File: config.mk
export PLATFORM = sky130hd
export DESIGN_NAME = tty_scan_arbiter
export DESIGN_NICKNAME = d
export VERILOG_FILES = /design/src/rtl/tsa_pkg.sv /design/src/rtl/tsa_line_probe.sv /design/src/rtl/tsa_put_route.sv /design/src/rtl/tsa_word_fmt.sv /design/src/rtl/tty_scan_arbiter.sv
export SDC_FILE = /design/constraint.sdc
export NUM_CORES = 1
export LEC_CHECK = 0
export BUFFER_PORTS_ARGS = -buffer_cell sky130_fd_sc_hd__buf_4
export CORE_ASPECT_RATIO = 0.7
export CORE_MARGIN = 8
export CORE_UTILIZATION = 50
export CTS_BUF_LIST = sky130_fd_sc_hd__clkbuf_4
export DETAILED_ROUTE_END_ITERATION = 10
export PLACE_DENSITY_LB_ADDON = 0.3
export REMOVE_ABC_BUFFERS = 1
export SKIP_CTS_REPAIR_TIMING = 1
export SKIP_LAST_GASP = 1
export SYNTH_ARGS = -nofsm -noshare
export SYNTH_HDL_FRONTEND = slang
export SYNTH_SLANG_ARGS = --single-unit
File: constraint.sdc
create_clock -name clk -period 7.47 [get_ports clk]
set_input_delay 1.494 -clock clk [delete_from_list [all_inputs] [get_ports clk]]
set_output_delay 1.494 -clock clk [all_outputs]
set_load 0.1 [all_outputs]
File: src/rtl/tsa_pkg.sv
package tsa_pkg;

    typedef enum logic [1:0] {
        OP_PUT  = 2'd0,
        OP_GET  = 2'd1,
        OP_CTRL = 2'd2,
        OP_STAT = 2'd3
    } cmd_op_e;

    localparam int WORD_W       = 16;
    // put command fields
    localparam int PUT_USE      = 15;
    localparam int PUT_OFF      = 14;
    localparam int PUT_LINE_LSB = 8;
    // control command fields
    localparam int CTRL_CLEAR   = 4;
    localparam int CTRL_RESTART = 3;
    // read word fields
    localparam int RD_MODEM     = 15;
    localparam int RD_LINE_LSB  = 9;
    localparam int RD_RX        = 8;
    localparam int ST_RX        = 4;
    localparam int ST_TX        = 3;

endpackage

File: src/rtl/tsa_line_probe.sv
module tsa_line_probe #(
    parameter int NUM_LINES = 16,
    parameter int CHAR_W    = 8,
    localparam int LINE_W   = $clog2(NUM_LINES)
) (
    input  logic [LINE_W-1:0]           ptr,
    input  logic [NUM_LINES-1:0]        rx_req,
    input  logic [NUM_LINES*CHAR_W-1:0] rx_data,
    input  logic [NUM_LINES-1:0]        tx_ready,
    input  logic [NUM_LINES-1:0]        active,
    output logic                        hit_rx,
    output logic                        hit_tx,
    output logic [CHAR_W-1:0]           lane_char
);
    logic [CHAR_W-1:0] lanes [NUM_LINES];

    for (genvar g = 0; g < NUM_LINES; g++) begin : g_lane
        assign lanes[g] = rx_data[g*CHAR_W +: CHAR_W];
    end

    // receive is looked at first; transmit only counts on an active line
    assign hit_rx    = rx_req[ptr];
    assign hit_tx    = tx_ready[ptr] & active[ptr];
    assign lane_char = lanes[ptr];
endmodule

File: src/rtl/tsa_put_route.sv
module tsa_put_route #(
    parameter int NUM_LINES = 16,
    localparam int LINE_W   = $clog2(NUM_LINES)
) (
    input  logic              use_line,
    input  logic [LINE_W-1:0] given_line,
    input  logic              rxf,
    input  logic              txf,
    input  logic [LINE_W-1:0] scan_line,
    output logic              take,
    output logic              from_scan,
    output logic [LINE_W-1:0] target
);
    always_comb begin
        take      = 1'b0;
        from_scan = 1'b0;
        target    = given_line;
        if (use_line && txf) begin
            take      = 1'b1;
            from_scan = 1'b1;
            target    = scan_line;
        end else if (use_line) begin
            take      = 1'b1;
        end else if (rxf || txf) begin
            take      = 1'b1;
            from_scan = 1'b1;
            target    = scan_line;
        end
    end
endmodule

File: src/rtl/tsa_word_fmt.sv
module tsa_word_fmt
    import tsa_pkg::*;
#(
    parameter int NUM_LINES = 16,
    parameter int CHAR_W    = 8,
    parameter int CHAN_W    = 3,
    localparam int LINE_W   = $clog2(NUM_LINES)
) (
    input  logic              valid,
    input  logic [1:0]        op,
    input  logic [LINE_W-1:0] line,
    input  logic              rxf,
    input  logic              txf,
    input  logic [CHAR_W-1:0] chr,
    input  logic [CHAN_W-1:0] chan,
    output logic [WORD_W-1:0] word
);
    always_comb begin
        word = '0;
        if (valid && cmd_op_e'(op) == OP_GET) begin
            word[RD_MODEM]                  = 1'b0;
            word[RD_LINE_LSB +: LINE_W]     = line;
            word[RD_RX]                     = rxf;
            word[CHAR_W-1:0]                = chr;
        end else if (valid && cmd_op_e'(op) == OP_STAT) begin
            word[ST_RX]                     = rxf;
            word[ST_TX]                     = txf;
            word[CHAN_W-1:0]                = chan;
        end
    end
endmodule

File: src/rtl/tty_scan_arbiter.sv
module tty_scan_arbiter
    import tsa_pkg::*;
#(
    parameter int NUM_LINES = 16,
    parameter int CHAR_W    = 8,
    parameter int CHAN_W    = 3,
    localparam int LINE_W   = $clog2(NUM_LINES)
) (
    input  logic                        clk,
    input  logic                        rst_n,
    input  logic [NUM_LINES-1:0]        rx_req,
    input  logic [NUM_LINES*CHAR_W-1:0] rx_data,
    input  logic [NUM_LINES-1:0]        tx_ready,
    input  logic                        cmd_valid,
    input  logic [1:0]                  cmd_op,
    input  logic [15:0]                 cmd_wdata,
    output logic [15:0]                 rd_data,
    output logic                        irq,
    output logic [CHAN_W-1:0]           irq_chan,
    output logic [LINE_W-1:0]           stop_line,
    output logic                        rx_flag,
    output logic                        tx_flag,
    output logic [CHAR_W-1:0]           rx_char,
    output logic [NUM_LINES-1:0]        rx_pop,
    output logic [NUM_LINES-1:0]        tx_active,
    output logic                        tx_strobe,
    output logic [LINE_W-1:0]           tx_line,
    output logic [CHAR_W-1:0]           tx_char
);
    localparam logic [LINE_W-1:0] LAST_LINE = LINE_W'(NUM_LINES - 1);

    typedef struct packed {
        logic [LINE_W-1:0]    ptr;
        logic [LINE_W-1:0]    line;
        logic                 rxf;
        logic                 txf;
        logic [CHAR_W-1:0]    chr;
        logic [CHAN_W-1:0]    chan;
        logic [NUM_LINES-1:0] act;
        logic [NUM_LINES-1:0] pop;
        logic                 strobe;
        logic [LINE_W-1:0]    tline;
        logic [CHAR_W-1:0]    tchar;
    } scan_state_t;

    scan_state_t st_d, st_q;

    logic              probe_rx, probe_tx;
    logic [CHAR_W-1:0] probe_char;
    logic              route_take, route_scan;
    logic [LINE_W-1:0] route_tgt;
    logic [1:0]        unused_wbits;

    assign unused_wbits = cmd_wdata[13:12];

    tsa_line_probe #(.NUM_LINES(NUM_LINES), .CHAR_W(CHAR_W)) u_probe (
        .ptr       (st_q.ptr),
        .rx_req    (rx_req),
        .rx_data   (rx_data),
        .tx_ready  (tx_ready),
        .active    (st_q.act),
        .hit_rx    (probe_rx),
        .hit_tx    (probe_tx),
        .lane_char (probe_char)
    );

    tsa_put_route #(.NUM_LINES(NUM_LINES)) u_route (
        .use_line   (cmd_wdata[PUT_USE]),
        .given_line (cmd_wdata[PUT_LINE_LSB +: LINE_W]),
        .rxf        (st_q.rxf),
        .txf        (st_q.txf),
        .scan_line  (st_q.line),
        .take       (route_take),
        .from_scan  (route_scan),
        .target     (route_tgt)
    );

    tsa_word_fmt #(.NUM_LINES(NUM_LINES), .CHAR_W(CHAR_W), .CHAN_W(CHAN_W)) u_fmt (
        .valid (cmd_valid),
        .op    (cmd_op),
        .line  (st_q.line),
        .rxf   (st_q.rxf),
        .txf   (st_q.txf),
        .chr   (st_q.chr),
        .chan  (st_q.chan),
        .word  (rd_data)
    );

    always_comb begin
        st_d        = st_q;
        st_d.pop    = '0;
        st_d.strobe = 1'b0;
        if (cmd_valid) begin
            unique case (cmd_op_e'(cmd_op))
                OP_PUT: begin
                    if (route_take) begin
                        if (cmd_wdata[PUT_OFF]) begin
                            st_d.act[route_tgt] = 1'b0;
                        end else begin
                            st_d.act[route_tgt] = 1'b1;
                            st_d.strobe         = 1'b1;
                            st_d.tline          = route_tgt;
                            st_d.tchar          = cmd_wdata[CHAR_W-1:0];
                        end
                        if (route_scan) st_d.txf = 1'b0;
                    end
                end
                OP_GET: st_d.rxf = 1'b0;
                OP_CTRL: begin
                    if (cmd_wdata[CTRL_RESTART] || cmd_wdata[CTRL_CLEAR]) begin
                        st_d.act  = '0;
                        st_d.rxf  = 1'b0;
                        st_d.txf  = 1'b0;
                        st_d.line = '0;
                        st_d.ptr  = '0;
                    end
                    st_d.chan = cmd_wdata[CTRL_CLEAR] ? '0 : cmd_wdata[CHAN_W-1:0];
                end
                OP_STAT: ;
            endcase
        end else if (!(st_q.rxf || st_q.txf)) begin
            if (probe_rx) begin
                st_d.rxf          = 1'b1;
                st_d.line         = st_q.ptr;
                st_d.chr          = probe_char;
                st_d.pop[st_q.ptr] = 1'b1;
            end else if (probe_tx) begin
                st_d.txf  = 1'b1;
                st_d.line = st_q.ptr;
            end
            st_d.ptr = (st_q.ptr == LAST_LINE) ? '0 : st_q.ptr + 1'b1;
        end
    end

    always_ff @(posedge clk or negedge rst_n) begin
        if (!rst_n) st_q <= '0;
        else        st_q <= st_d;
    end

    assign irq       = (st_q.rxf || st_q.txf) && (st_q.chan != '0);
    assign irq_chan  = st_q.chan;
    assign stop_line = st_q.line;
    assign rx_flag   = st_q.rxf;
    assign tx_flag   = st_q.txf;
    assign rx_char   = st_q.chr;
    assign rx_pop    = st_q.pop;
    assign tx_active = st_q.act;
    assign tx_strobe = st_q.strobe;
    assign tx_line   = st_q.tline;
    assign tx_char   = st_q.tchar;
endmodule

# [After elaboration in Yosys (flattened, before gate mapping)]
# Cells that the tools add are included.
# Widths: inputs -> output; s select.
[word_totals] ff_bits=66 latch_bits=0 mem_bits_rw=0 rom_bits=0 in_bits=181 out_inout_bits=79 wordCells=113 mem_count=0
[op_classes] add_sub_neg=1 multipliers=0 div=0 n_lt_le_gt_ge=5 eq_ne=15 shift=0 n_mux=51 bitwise=8 reduce_logical=22
[op_table] op="$mux 16" n=6
[op_table] op="$mux 13" n=4
[op_table] op="$mux 8" n=5
[op_table] op="$bmux 8 s4" n=1
[op_table] op="$pmux 16 s2" n=1
[op_table] op="$mux 4" n=6
[op_table] op="$mux 10" n=2
[op_table] op="$mux 18" n=1
[op_table] op="$and 16x16->16" n=1
[op_table] op="$not 16->16" n=1
[op_table] op="$or 16x16->16" n=1
[op_table] op="$reduce_and 4->1" n=4
[op_table] op="$mux 1" n=15
[op_table] op="$bmux 1 s4" n=3
[op_table] op="$lt 4x5->1 const B" n=2
[op_table] op="$mux 5" n=2
[op_table] op="$ne 3x3->1 const B" n=3
[op_table] op="$demux 1 s4" n=2
[op_table] op="$ge 4x1->1 const B" n=2
[op_table] op="$ne 2x2->1 const B" n=4
[op_table] op="$reduce_and 7->1" n=1
[op_table] op="$logic_and 1x1->1" n=6
[op_table] op="$ne 3x1->1 const B" n=2
[op_table] op="$reduce_and 3->1" n=2
[op_table] op="other kinds (16)" n=25

# [Logic depth before layout (Yosys ltp)]
# Gate-level depths: netlist (run 1).
[logic_depth] depth_word=13 depth_mapped=8 mapped_depth_nobuf=6

# [By module]
# Synthesis (run 1) repeated with hierarchy kept, for this count alone.
[unflattened] hier_cells=447 area_unflattened_um2=5178.7
[by_module_without_submodules] mod="tty_scan_arbiter" instances=1 cells_per_inst=322 area_each_um2=3515.9 seq_area_each_um2=1651.6
[by_module_without_submodules] mod="tsa_line_probe" instances=1 cells_per_inst=92 area_each_um2=1413.9 seq_area_each_um2=0.0
[by_module_without_submodules] mod="tsa_word_fmt" instances=1 cells_per_inst=25 area_each_um2=172.7 seq_area_each_um2=0.0
[by_module_without_submodules] mod="tsa_put_route" instances=1 cells_per_inst=8 area_each_um2=76.3 seq_area_each_um2=0.0

# [Least setup slack after synthesis (run 1)]
# OpenSTA, ideal clock, no wires.
[synth_path] path_kind="input port to output port" start="input port cmd_op[1]" end="output port rd_data[0]" arrival_ns=3.217 required_ns=5.976 slack_ns=2.759 path_stages=3 path_buffers=1 path_cell_list="clkbuf_1 mux2i_1 nor2_1"
[synth_via] elab_chain_cells=4 elab_cells_between_ends=6 cone_classes="2 x eq/ne; 2 x mux; 2 x reduce/logical"
[synth_rtl] element="from (decl)" line="tty_scan_arbiter.sv:15" rtl="input logic [1:0] cmd_op,"
[synth_rtl] element="$eq 2x2->1" line="tsa_word_fmt.sv:25" rtl="end else if (valid && cmd_op_e'(op) == OP_STAT) begin"
[synth_rtl] element="$logic_and 1x1->1" line="tsa_word_fmt.sv:25"
[synth_rtl] element="$mux 5" line="tsa_word_fmt.sv:25"
[synth_rtl] element="$mux 5 *" line="tsa_word_fmt.sv:20" rtl="if (valid && cmd_op_e'(op) == OP_GET) begin"
[synth_rtl] element="to (decl)" line="tty_scan_arbiter.sv:17" rtl="output logic [15:0] rd_data,"
# Every way passes the cells marked *; elsewhere a longest branch is shown, timed or not.

# [Worst setup path after layout (run 1)]
[layout_path] start="input port cmd_valid" end="output port rd_data[8]"
[layout_via] elab_chain_cells=2
[layout_rtl] element="from (decl)" line="tty_scan_arbiter.sv:14" rtl="input logic cmd_valid,"
[layout_rtl] element="$logic_and 1x1->1" line="tsa_word_fmt.sv:20"
[layout_rtl] element="$mux 8" line="tsa_word_fmt.sv:20"
# Every way passes these cells.

==> results of run 1 <==
==> logic make-up after synthesis <==
group,count (synthesis),share of synthesized area [%]
compound gates,81,10.8
fa+ha+maj,4,1.00
buf+inv,95,12.9
flops,66,33.1
mux,81,33.4
other cells,1,0.0752
simple gates,83,8.68
==> worst register-to-register path: cells and delay by family, from the launching register on <==
kind,cells,cell delay (ps)
muxes,1,420
DFF,1,890
AOI/OAI and AO/OA,1,270
and+or+nand+nor,3,1440
==> per-layer routing <==
layer	routed length, microns	track usage, %	part of all wire, %
met3	1590	7.91	9.8
met5	0	0	0
met1	5730	26.2	35
met4	485	9.10	3.0
met2	8470	41.5	52
==> power groups by stage <==
stage / Sequential, W / Clock [W] / Combinational, W
finish: 0.000574 / 0.000303 / 0.00143
global route: 0.000591 / 0.000330 / 0.00149
CTS: 0.000574 / 0.000309 / 0.00144
detailed placement: 0.000579 / 0 / 0.00144
global placement: 0.000573 / 0 / 0.00141
floorplan: 0.00107 / 0 / 0.000569
==> flip-flops by register name, summed over array words and instances, names as in the netlist <==
| register | count |
|---|---|
| tx_line | 4 |
| tx_char | 8 |
| irq_chan | 3 |
| tx_flag | 1 |
| tx_strobe | 1 |
| rx_flag | 1 |
| rx_char | 8 |
| rx_pop | 16 |
| st_q | 4 |
| tx_active | 16 |
| stop_line | 4 |
==> how the worst max path moves through the flow <==
| stage | start | endpoint | cells past startpoint |
|---|---|---|---|
| after floorplan | cmd_op[1] | rd_data[4] | 2 |
| after global placement | cmd_valid | rd_data[8] | 5 |
| after detailed placement | cmd_valid | rd_data[8] | 5 |
| after CTS | cmd_valid | rd_data[8] | 5 |
| after global routing | cmd_valid | rd_data[8] | 5 |
| final | cmd_valid | rd_data[8] | 5 |
==> synthesized netlist by cell type (all sizes together), types with 2 or more instances <==
| cell | number | area share, % |
|---|---|---|
| and2 | 10 | 1.3 |
| nand2b | 4 | 0.50 |
| a21oi | 8 | 0.88 |
| mux4 | 52 | 27 |
| nor3b | 3 | 0.45 |
| nor2b | 3 | 0.38 |
| o41ai | 3 | 0.53 |
| mux2i | 9 | 1.8 |
| mux2 | 20 | 5.0 |
| nor4 | 2 | 0.25 |
| nor2 | 21 | 1.8 |
| nor3 | 2 | 0.20 |
| and3 | 13 | 1.6 |
| a22o | 10 | 1.8 |
| or3 | 2 | 0.25 |
| dfrtp | 66 | 33 |
| o21ai | 37 | 3.7 |
| inv | 5 | 0.38 |
| nand2 | 18 | 1.4 |
| buf | 74 | 11 |
| a21o | 2 | 0.30 |
| a41oi | 15 | 2.6 |
| nand3 | 3 | 0.30 |
| clkbuf | 16 | 1.2 |
| ha | 4 | 1.0 |
==> through the flow <==
step	utilization [%]	hold slack (ps)	power [W]	std cells	instance area [sq um]
2_1_floorplan	-	678	0.00164	323	4370
3_3_place_gp	66.7	491	0.00198	707	6460
3_5_place_dp	66.7	500	0.00202	707	6460
4_1_cts	68.6	525	0.00232	723	6640
5_1_grt	68.6	547	0.00241	723	6640
6_report	68.6	521	0.00231	723	6640
==> layout by cell type, fill, tap and decap left out, drive strengths merged, types with 10 or more instances in the layout <==
cell type	Yosys	final
buf	74	256
dfrtp	66	66
mux4	52	52
o21ai	37	37
nor2	21	21
mux2	20	20
nand2	18	18
a41oi	15	15
and3	13	13
a22o	10	10
and2	10	10
==> final cells by class <==
class	instances	area (sq um)	share of cell area, %
inverter	5	18.8	0.283
clock buffer	9	67.6	1.02
clock inverter	7	115	1.73
tap	128	160	2.41
sequential	66	1650	24.9
multi-input combinational	252	2700	40.7
timing repair buffer	256	1920	28.9
==> summary.md, run 1 <==
| Metric | Value |
|---|---|
| Layout cell share with drive strength beyond 1 | 51.9% |
| Synthesis-stage register bit count | 66 |
| Slowest-stage cell, CP | nor2_1 |
| Max-cap check violation count | 0 |
| Switching power | 0.00119 W |
| YS warnings | 0 |
| Sequential fraction of the synthesis area | between 30% and 40% |
| Pwr per Cell Area | 348 nW/um^2 |
| Worst vdd ir | roughly 0.33 mV |
| Initial antenna violation count | 0 |
| Post-DRT Antenna Nets | 0 |
| Total wire length | 16,300 microns |
| CTS tree | done |
| Critical R2R Launch | st_q[64] |
| Reg2Reg Setup Slack | 4340 ps |
| Ys async rst share | 100% |
| Final min period | between 4000 and 5000 ps |
| DRT Pass-1 Iters | 5 |
| Global-route wire length before repair | between 20,000 and 25,000 microns |
| Fill cells | 719 |
| # diodes | 0 |
| Die area | 13,500 sq um |
| Via/cell ratio | 5.90 |
| Row count | 30 |
| R2R Path End | rx_char[0] |
| Final WS setup | approximately 3100 ps |
| Pint | 0.00112 W |
| Worst path top cell family by delay | simple AND/OR/NAND/NOR gates |
| Worst hold path startpoint | tx_char[6] |
| Syn Std Cell Area | 4990 sq um |
| DR iter-0 viols | 336 |
| Routability Congestion | 0.854 |
| Slew Viols, Final | 0 |
| Worst Setup Start Kind | input pin |
| Mean Syn Cell Area | 12.1 sq um |
| Cell Chain, Critical Path | buf_4, nand2_1, nor2_1, and2_1, buf_4 |
| Reg2reg path depth | 5 |
| Most used cell, CP | buf_4 |
| Post-DP HPWL | around 13,000 microns |
| Skew-Pair Late Insertion Delay | 410 ps |
| Initial core utilization | between 50% and 60% |
| Worst EP arrival | 2890 ps |
| RSZ-0062 raised after global routing | no |
| Total global routing overflow | 0 |
| Clock power share | a little over an eighth |
| Die height | 99.6 microns |
| TritonCTS Sinks | 66 |
| Final setup violation count | 0 |
| Fin crit share | about three fifths |
| Sequential fraction of design power | 24.9% |
| Worst Hold Class | reg2reg |
| Synthesis-to-finish area growth | 33.2% |
| Net Sw Frac | 51.4% |
| Worst path max stage delay | 550 ps |
| # H-tree levels | 3 |
| Setup CP Type | in2out |
| Synth unique cells | 44 |
| Top FF cell, synth | dfrtp_1 |
| Vias in the first global route | 4,586 |
| Relative slew slack | 24.7% |
| Worst Hold Depth | 1 |
| Setup_tns | 0 ps |
| Clk Tree Root Cell | clkbuf_4 |
| Routed vias | 4,265 |
| Clock Path Buffers | 2 |
| Post-synth EDFFs | 0 |
| Dpl ws | between 3000 and 4000 ps |
| Combinational fraction of design power | 62.0% |
| Num ports | 260 |
| Wirelength per Cell | 22.5 microns |
| Least-Margin Pin Slew | 1100 ps |
| Post-synthesis cell count | 411 |
| Nature of the critical path endpoint | output pin |
| FMAX | 0.228 GHz |
| Port buffer count | 254 |
| CORE AREA | slightly below 10,000 sq um |
| Largest net degree at the start of global routing | 67 |
| Buf+Inv Stages, Crit Path | 2 |
| Status | completed |
| DRC violation count after routing | 0 |
| Final-report hold violation count | 0 |
| Leak Pwr | around 3.3 nW |
| Die X | about 140 microns |
| Worst Hold Path EP | tx_char[6] |
| Nets | a little under 800 |
| Max Clock Skew | about 16 ps |
| GRT Total Usage | a little under a quarter |
| Worst Path Required | 5980 ps |
| Clock-pin transition on the worst setup and hold timing paths | 110 ps |
| Crit path max fanout | 8 |
| CTS buffer count | 9 |
Power figures use the tool's default switching activity.
==> run 2, diff against run 1 <==
CORE_UTILIZATION = 47   (was 50)
clock period = 4.15 ns   (was 7.47 ns; I/O delays follow)
==> summary.md, run 2 (synthesis results as in run 1) <==
| Metric | Value |
|---|---|
| Initial antenna violation count | 1 |
| Vias in the first global route | approximately 4,500 |
| Port buffer count | 254 |
| Most common cell after layout, fill and taps aside | buf_4 |
| Leak Pwr | about 3.3 nW |
| Clock Path Buffers | 2 |
| Synthesis-to-finish area growth | 34.0% |
| Final setup violation count | 0 |
| Die area | 14,200 sq um |
| Worst vdd ir | 0.565 mV |
| Net Sw Frac | 52.1% |
| Pint | 0.00199 W |
| TritonCTS Sinks | 66 |
| Final-report hold violation count | 0 |
| Worst path top cell family by delay | simple AND/OR/NAND/NOR gates |
| Most frequent cells in the layout | buf_4, dfrtp_1, mux4_1, o21ai_0 |
| Routed vias | 4,163 |
| Sequential fraction of design power | 23.9% |
| Slew Viols, Final | 0 |
| Setup CP Type | in2out |
| Non-Filler Instances | 734 |
| Die X | 139 microns |
| Num ports | 260 |
| Worst EP arrival | approximately 2200 ps |
| Worst Path Required | 3320 ps |
| FMAX | 0.329 GHz |
| GRT Total Usage | 21.9% |
| Total wire length | 15,900 microns |
| Post-DRT Antenna Nets | 0 |
| Worst hold margin | 481 ps |
| Setup_tns | 0 ps |
| Largest net degree at the start of global routing | 67 |
| Post-DP HPWL | 12,900 microns |
| Most used cell, CP | buf_4 |
| Pwr per Cell Area | 620 nW/um^2 |
| Final min period | 3040 ps |
| Fin crit share | about three quarters |
| CTS buffer count | 9 |
| Worst path max stage delay | 570 ps |
| CTS tree | done |
| Clk Tree Root Cell | clkbuf_4 |
| Worst Hold Class | in2async |
| DRT Pass-1 Iters | 5 |
| DR iter-0 viols | 342 |
| Status | completed |
| Pwr Total | 0.00414 W |
| Nature of the critical path endpoint | output pin |
| Via/cell ratio | 5.67 |
| CORE AREA | 10,400 sq um |
| Wirelength per Cell | roughly 22 microns |
| RSZ-0062 raised after global routing | no |
| Total global routing overflow | 0 |
| Clock power share | 12.4% |
| Slowest-stage cell, CP | nor2_1 |
| Row count | 31 |
| Routability Congestion | between 0.8 and 0.9 |
| Cell Chain, Critical Path | buf_4, nand2_1, nor2_1, and2_1, buf_4 |
| Worst Setup Start Kind | input pin |
| Die height | 102 microns |
| Crit path max fanout | 8 |
| Max Clock Skew | 23.0 ps |
| Initial core utilization | between 40 and 50% |
| Clock-pin transition on the worst setup and hold timing paths | 130 ps |
| Nets | 781 |
| DRC violation count after routing | 0 |
| Least-Margin Pin Slew | roughly 1100 ps |
| Switching power | 0.00216 W |
| # H-tree levels | 3 |
| Layout cell share with drive strength beyond 1 | 52.6% |
| Buf+Inv Stages, Crit Path | 2 |
| Dpl cells | 717 |
| Skew-Pair Late Insertion Delay | 420 ps |
| Relative slew slack | 22.9% |
| Combinational fraction of design power | between 60% and 70% |
| Max-cap check violation count | 0 |
| Fill cells | 848 |
| Global-route wire length before repair | 24,400 microns |
==> run 2: changes by cell type in the layout (fill, tap and decap cells not counted) <==
cell        before  now
inv_6            1    0
inv_8            0    1
clkinvlp_4       1    0
buf_4          256  262
clkinv_4         0    3
clkinv_1         1    0
bufinv_16        3    2
diode_2          0    1
==> run 2: final cells by class <==
cell class                 instances  area (sq um)  share of cell area [%]
inverter                           5          18.8                   0.281
multi-input combinational        252          2700                    40.5
sequential                        66          1650                    24.8
antenna                            1          2.50                  0.0375
clock inverter                     7           103                    1.54
clock buffer                       9          67.6                    1.01
tap                              132           165                    2.47
timing repair buffer             262          1970                    29.4
==> run 2: per-stage QoR <==
stage | utilization [%] | setup WS (ps) | cell area [sq um]
global placement | 62.8 | 1130 | 6510
detailed placement | 62.8 | 1090 | 6510
CTS | 64.5 | 1080 | 6680
finish | 64.5 | 1110 | 6680
global route | 64.5 | 964 | 6680
floorplan | - | 548 | 4370
==> run 2: per-layer routing <==
layer / GRT usage, % / up-vias / wire length [microns] / part of all wire [%]
li1: - / 1917 / - / -
met1: 23.9 / 2020 / 5820 / 37
met2: 40.2 / 199 / 8290 / 52
met3: 8.31 / 27 / 1500 / 9.4
met4: 5.12 / 0 / 315 / 2.0
met5: 0 / - / 0 / 0
==> run 2: power by group through the flow <==
stage / clock, W / combinational [W] / sequential [W]
2_1_floorplan: 0 / 0.00102 / 0.00193
3_3_place_gp: 0 / 0.00262 / 0.000990
3_5_place_dp: 0 / 0.00265 / 0.00100
4_1_cts: 0.000523 / 0.00265 / 0.000991
5_1_grt: 0.000550 / 0.00276 / 0.00102
6_report: 0.000513 / 0.00264 / 0.000988
==> run 2: worst paths after layout <==
path	slack, ps	from	endpoint	cells after the start
worst max-delay path	1110	cmd_valid	rd_data[6]	5
worst min-delay path	480	rst_n	tx_flag	1
worst max register to register	1220	st_q[65]	rx_char[3]	6
worst min register to register	520	tx_char[0]	tx_char[0]	1
max in group asynchronous	3100	rst_n	tx_line[2]	1
min in group clk	520	tx_char[0]	tx_char[0]	1
==> run 3, diff against run 2 <==
ABC_AREA = 1   (was not set)
CORE_UTILIZATION = 48   (was 47)
clock period = 2.8 ns   (was 4.15 ns; I/O delays follow)
==> summary.md, run 3 <==
| Metric | Value |
|---|---|
| Most frequent cells in the layout | buf_4, nand2_1, nor2_1, o21ai_0, inv_1 |
| CTS buffer count | 9 |
| R2R Path End | rx_pop[5] |
| Leak Pwr | ~3.8 nW |
| Final min period | 2300 ps |
| Die height | 104 microns |
| Reg2Reg Setup Slack | about 500 ps |
| Multiplexer area fraction after synthesis | 0% |
| DR iter-0 viols | 296 |
| Clock-pin transition on the worst setup and hold timing paths | around 110 ps |
| Largest net degree at the start of global routing | 67 |
| Buf+Inv Stages, Crit Path | 2 |
| Mean Syn Cell Area | about 6.5 sq um |
| Reg2reg path depth | 12 |
| Clk Tree Root Cell | clkbuf_4 |
| Crit path max fanout | 28 |
| Post-DRT Antenna Nets | 0 |
| Routability Congestion | 0.883 |
| Worst Setup Start Kind | flip-flop |
| Worst Path Required | 3140 ps |
| Pwr per Cell Area | between 1000 and 1500 nW/um^2 |
| Most used cell, CP | nand2_1 |
| Post-synth EDFFs | 0 |
| Fin crit share | 82.0% |
| Clock Path Buffers | 2 |
| Relative slew slack | 44.7% |
| Pwr Total | about 0.008 W |
| Cell Chain, Critical Path | inv_2, nand2_1, nand2_1, nand2_1, o21ai_1, nand2_1, nand2_1, nor2_4, nor2_2, buf_4, nand2_2, nor2_1 |
| Largest cells by area after synthesis | dfrtp_1, nand2_1, buf_4 |
| Skew-Pair Late Insertion Delay | 420 ps |
| Vias in the first global route | 5,524 |
| Worst vdd ir | 0.483 mV |
| Top FF cell, synth | dfrtp_1 |
| Syn Std Cell Area | 5330 sq um |
| Worst path top cell family by delay | simple AND/OR/NAND/NOR gates |
| Wirelength per Cell | around 16 microns |
| Yosys top cell by area | dfrtp_1 |
| Largest family of logic cells by synthesized area | simple AND/OR/NAND/NOR gates |
| Via/cell ratio | 5.02 |
| Synth unique cells | 35 |
| Num ports | 260 |
| Synth cell count leaders | nand2_1, nor2_1, o21ai_0 |
| Area occupied by multi-input gates | 2640 sq um |
| GRT Total Usage | 24.2% |
| Critical R2R Launch | st_q[62] |
| Least-Margin Pin Slew | roughly 830 ps |
| Layout cell share with drive strength beyond 1 | 32.3% |
| # diodes | 0 |
| Die area | 14,800 sq um |
| TritonCTS Sinks | between 60 and 70 |
| Total global routing overflow | 0 |
| Ys async rst share | 100% |
| Most common cell in the netlist | nand2_1 |
| FMAX | between 0.4 and 0.5 GHz |
| Global-route wire length before repair | 28,900 microns |
| # H-tree levels | 3 |
| Final setup violation count | 0 |
| Worst path max stage delay | 610 ps |
| Final-report hold violation count | 0 |
| Most common cell after layout, fill and taps aside | buf_4 |
| Worst EP arrival | 2640 ps |
| Synthesis-stage register bit count | 66 |
| RSZ-0062 raised after global routing | no |
| Non-Filler Instances | 1,148 |
| Post-synthesis adder-cell area fraction | 0.939% |
| Post-DP HPWL | 13,900 microns |
| Row count | 32 |
| Initial core utilization | slightly below 50% |
| Dpl cells | 1,132 |
| CTS tree | done |
| Die X | about 140 microns |
| YS warnings | 0 |
| Synthesis-to-finish area growth | 31.8% |
| Total wire length | between 15,000 and 20,000 microns |
| Nature of the critical path endpoint | flip-flop |
| Setup CP Type | reg2reg |
| Max-cap check violation count | 0 |
| Status | completed |
| Simple-Gate Fraction of Synth Area | 28.1% |
| Final design utilization | 64.3% |
| Port buffer count | about 250 |
| Routed vias | 5,760 |
| Slowest-stage cell, CP | dfrtp_2 |
| Initial antenna violation count | 0 |
| Post-synthesis cell count | 816 |
| XOR/XNOR Fraction of Synth Area | 0.329% |
| Nets | 1,175 |
| Register Area | 1650 sq um |
| DRT Pass-1 Iters | 5 |
| CORE AREA | 10,900 sq um |
| Slew Viols, Final | 0 |
| Max Clock Skew | 7.92 ps |
| DRC violation count after routing | 0 |
| Sequential fraction of the synthesis area | 31.0% |
| Fill cells | 1,073 |
| Top-area cell type share of the netlist area | 31.0% |
| Worst Hold Class | in2async |
| Synth Area in Compound Gates | between 20% and 30% |
run 3: cell types whose count changed in the layout (fill, tap and decap cells not counted), sizes merged, moves of 20 or more:
| cell | previous run | this run |
|---|---|---|
| o21ai | 37 | 135 |
| nand2 | 18 | 174 |
| nor2 | 21 | 137 |
| nand3 | 3 | 46 |
| o22ai | 0 | 25 |
| inv | 6 | 83 |
| mux2 | 20 | 0 |
| mux4 | 52 | 0 |
run 3: worst reg2reg max path, cell delays in order (launching register included):
cell     delay (ps)
dfrtp_2         610
inv_2           450
nand2_1         100
nand2_1          80
nand2_1          40
o21ai_1          90
nand2_1          60
nand2_1         120
nor2_4           70
nor2_2           70
buf_4           260
nand2_2         130
nor2_1          140
run 3: cell families after synthesis:
logic type / after synthesis
DFF: 66
AOI/OAI and AO/OA: 193
xor gates and xnor gates: 2
other: 1
buffers and inverters: 190
adders and majority gates: 4
and+or+nand+nor: 360
run 3: metal layers:
layer  global-route usage [%]  share of wire, %
met1                     28.9                40
met4                     6.49               1.1
met2                     40.7                50
met5                        0                 0
met3                     8.12               8.9
run 3: layout make-up:
class / instances / share of cell area, %
clock buffers: 9 / 0.962
clock inverters: 7 / 2.01
inverters: 85 / 4.54
multi-input cells: 562 / 37.6
flip-flops and latches: 66 / 23.5
well taps: 153 / 2.73
repair buffers: 266 / 28.6
run 3: worst max-delay path by stage:
stage,startpoint,to,depth (start not counted)
global placement,st_q[62],rx_pop[5],12
global route,st_q[62],rx_pop[5],12
CTS,st_q[62],rx_pop[5],12
floorplan,st_q[62],tx_flag,13
detailed placement,st_q[62],rx_pop[5],12
finish,st_q[62],rx_pop[5],12
run 3: report_power, final:
part	switching, W	internal, W
clock network	0.000361	0.000542
registers	0.000259	0.00121
logic	0.00412	0.00145
run 3: metrics by stage:
| stage | setup TNS, ps | setup WS, ps | hold slack [ps] | instance area, sq um |
|---|---|---|---|---|
| floorplan | -26500 | -787 | 264 | 4610 |
| global placement | 0 | 576 | 463 | 6820 |
| detailed placement | 0 | 529 | 466 | 6820 |
| CTS | 0 | 492 | 235 | 7020 |
| global route | 0 | 283 | 276 | 7020 |
| finish | 0 | 503 | 227 | 7020 |
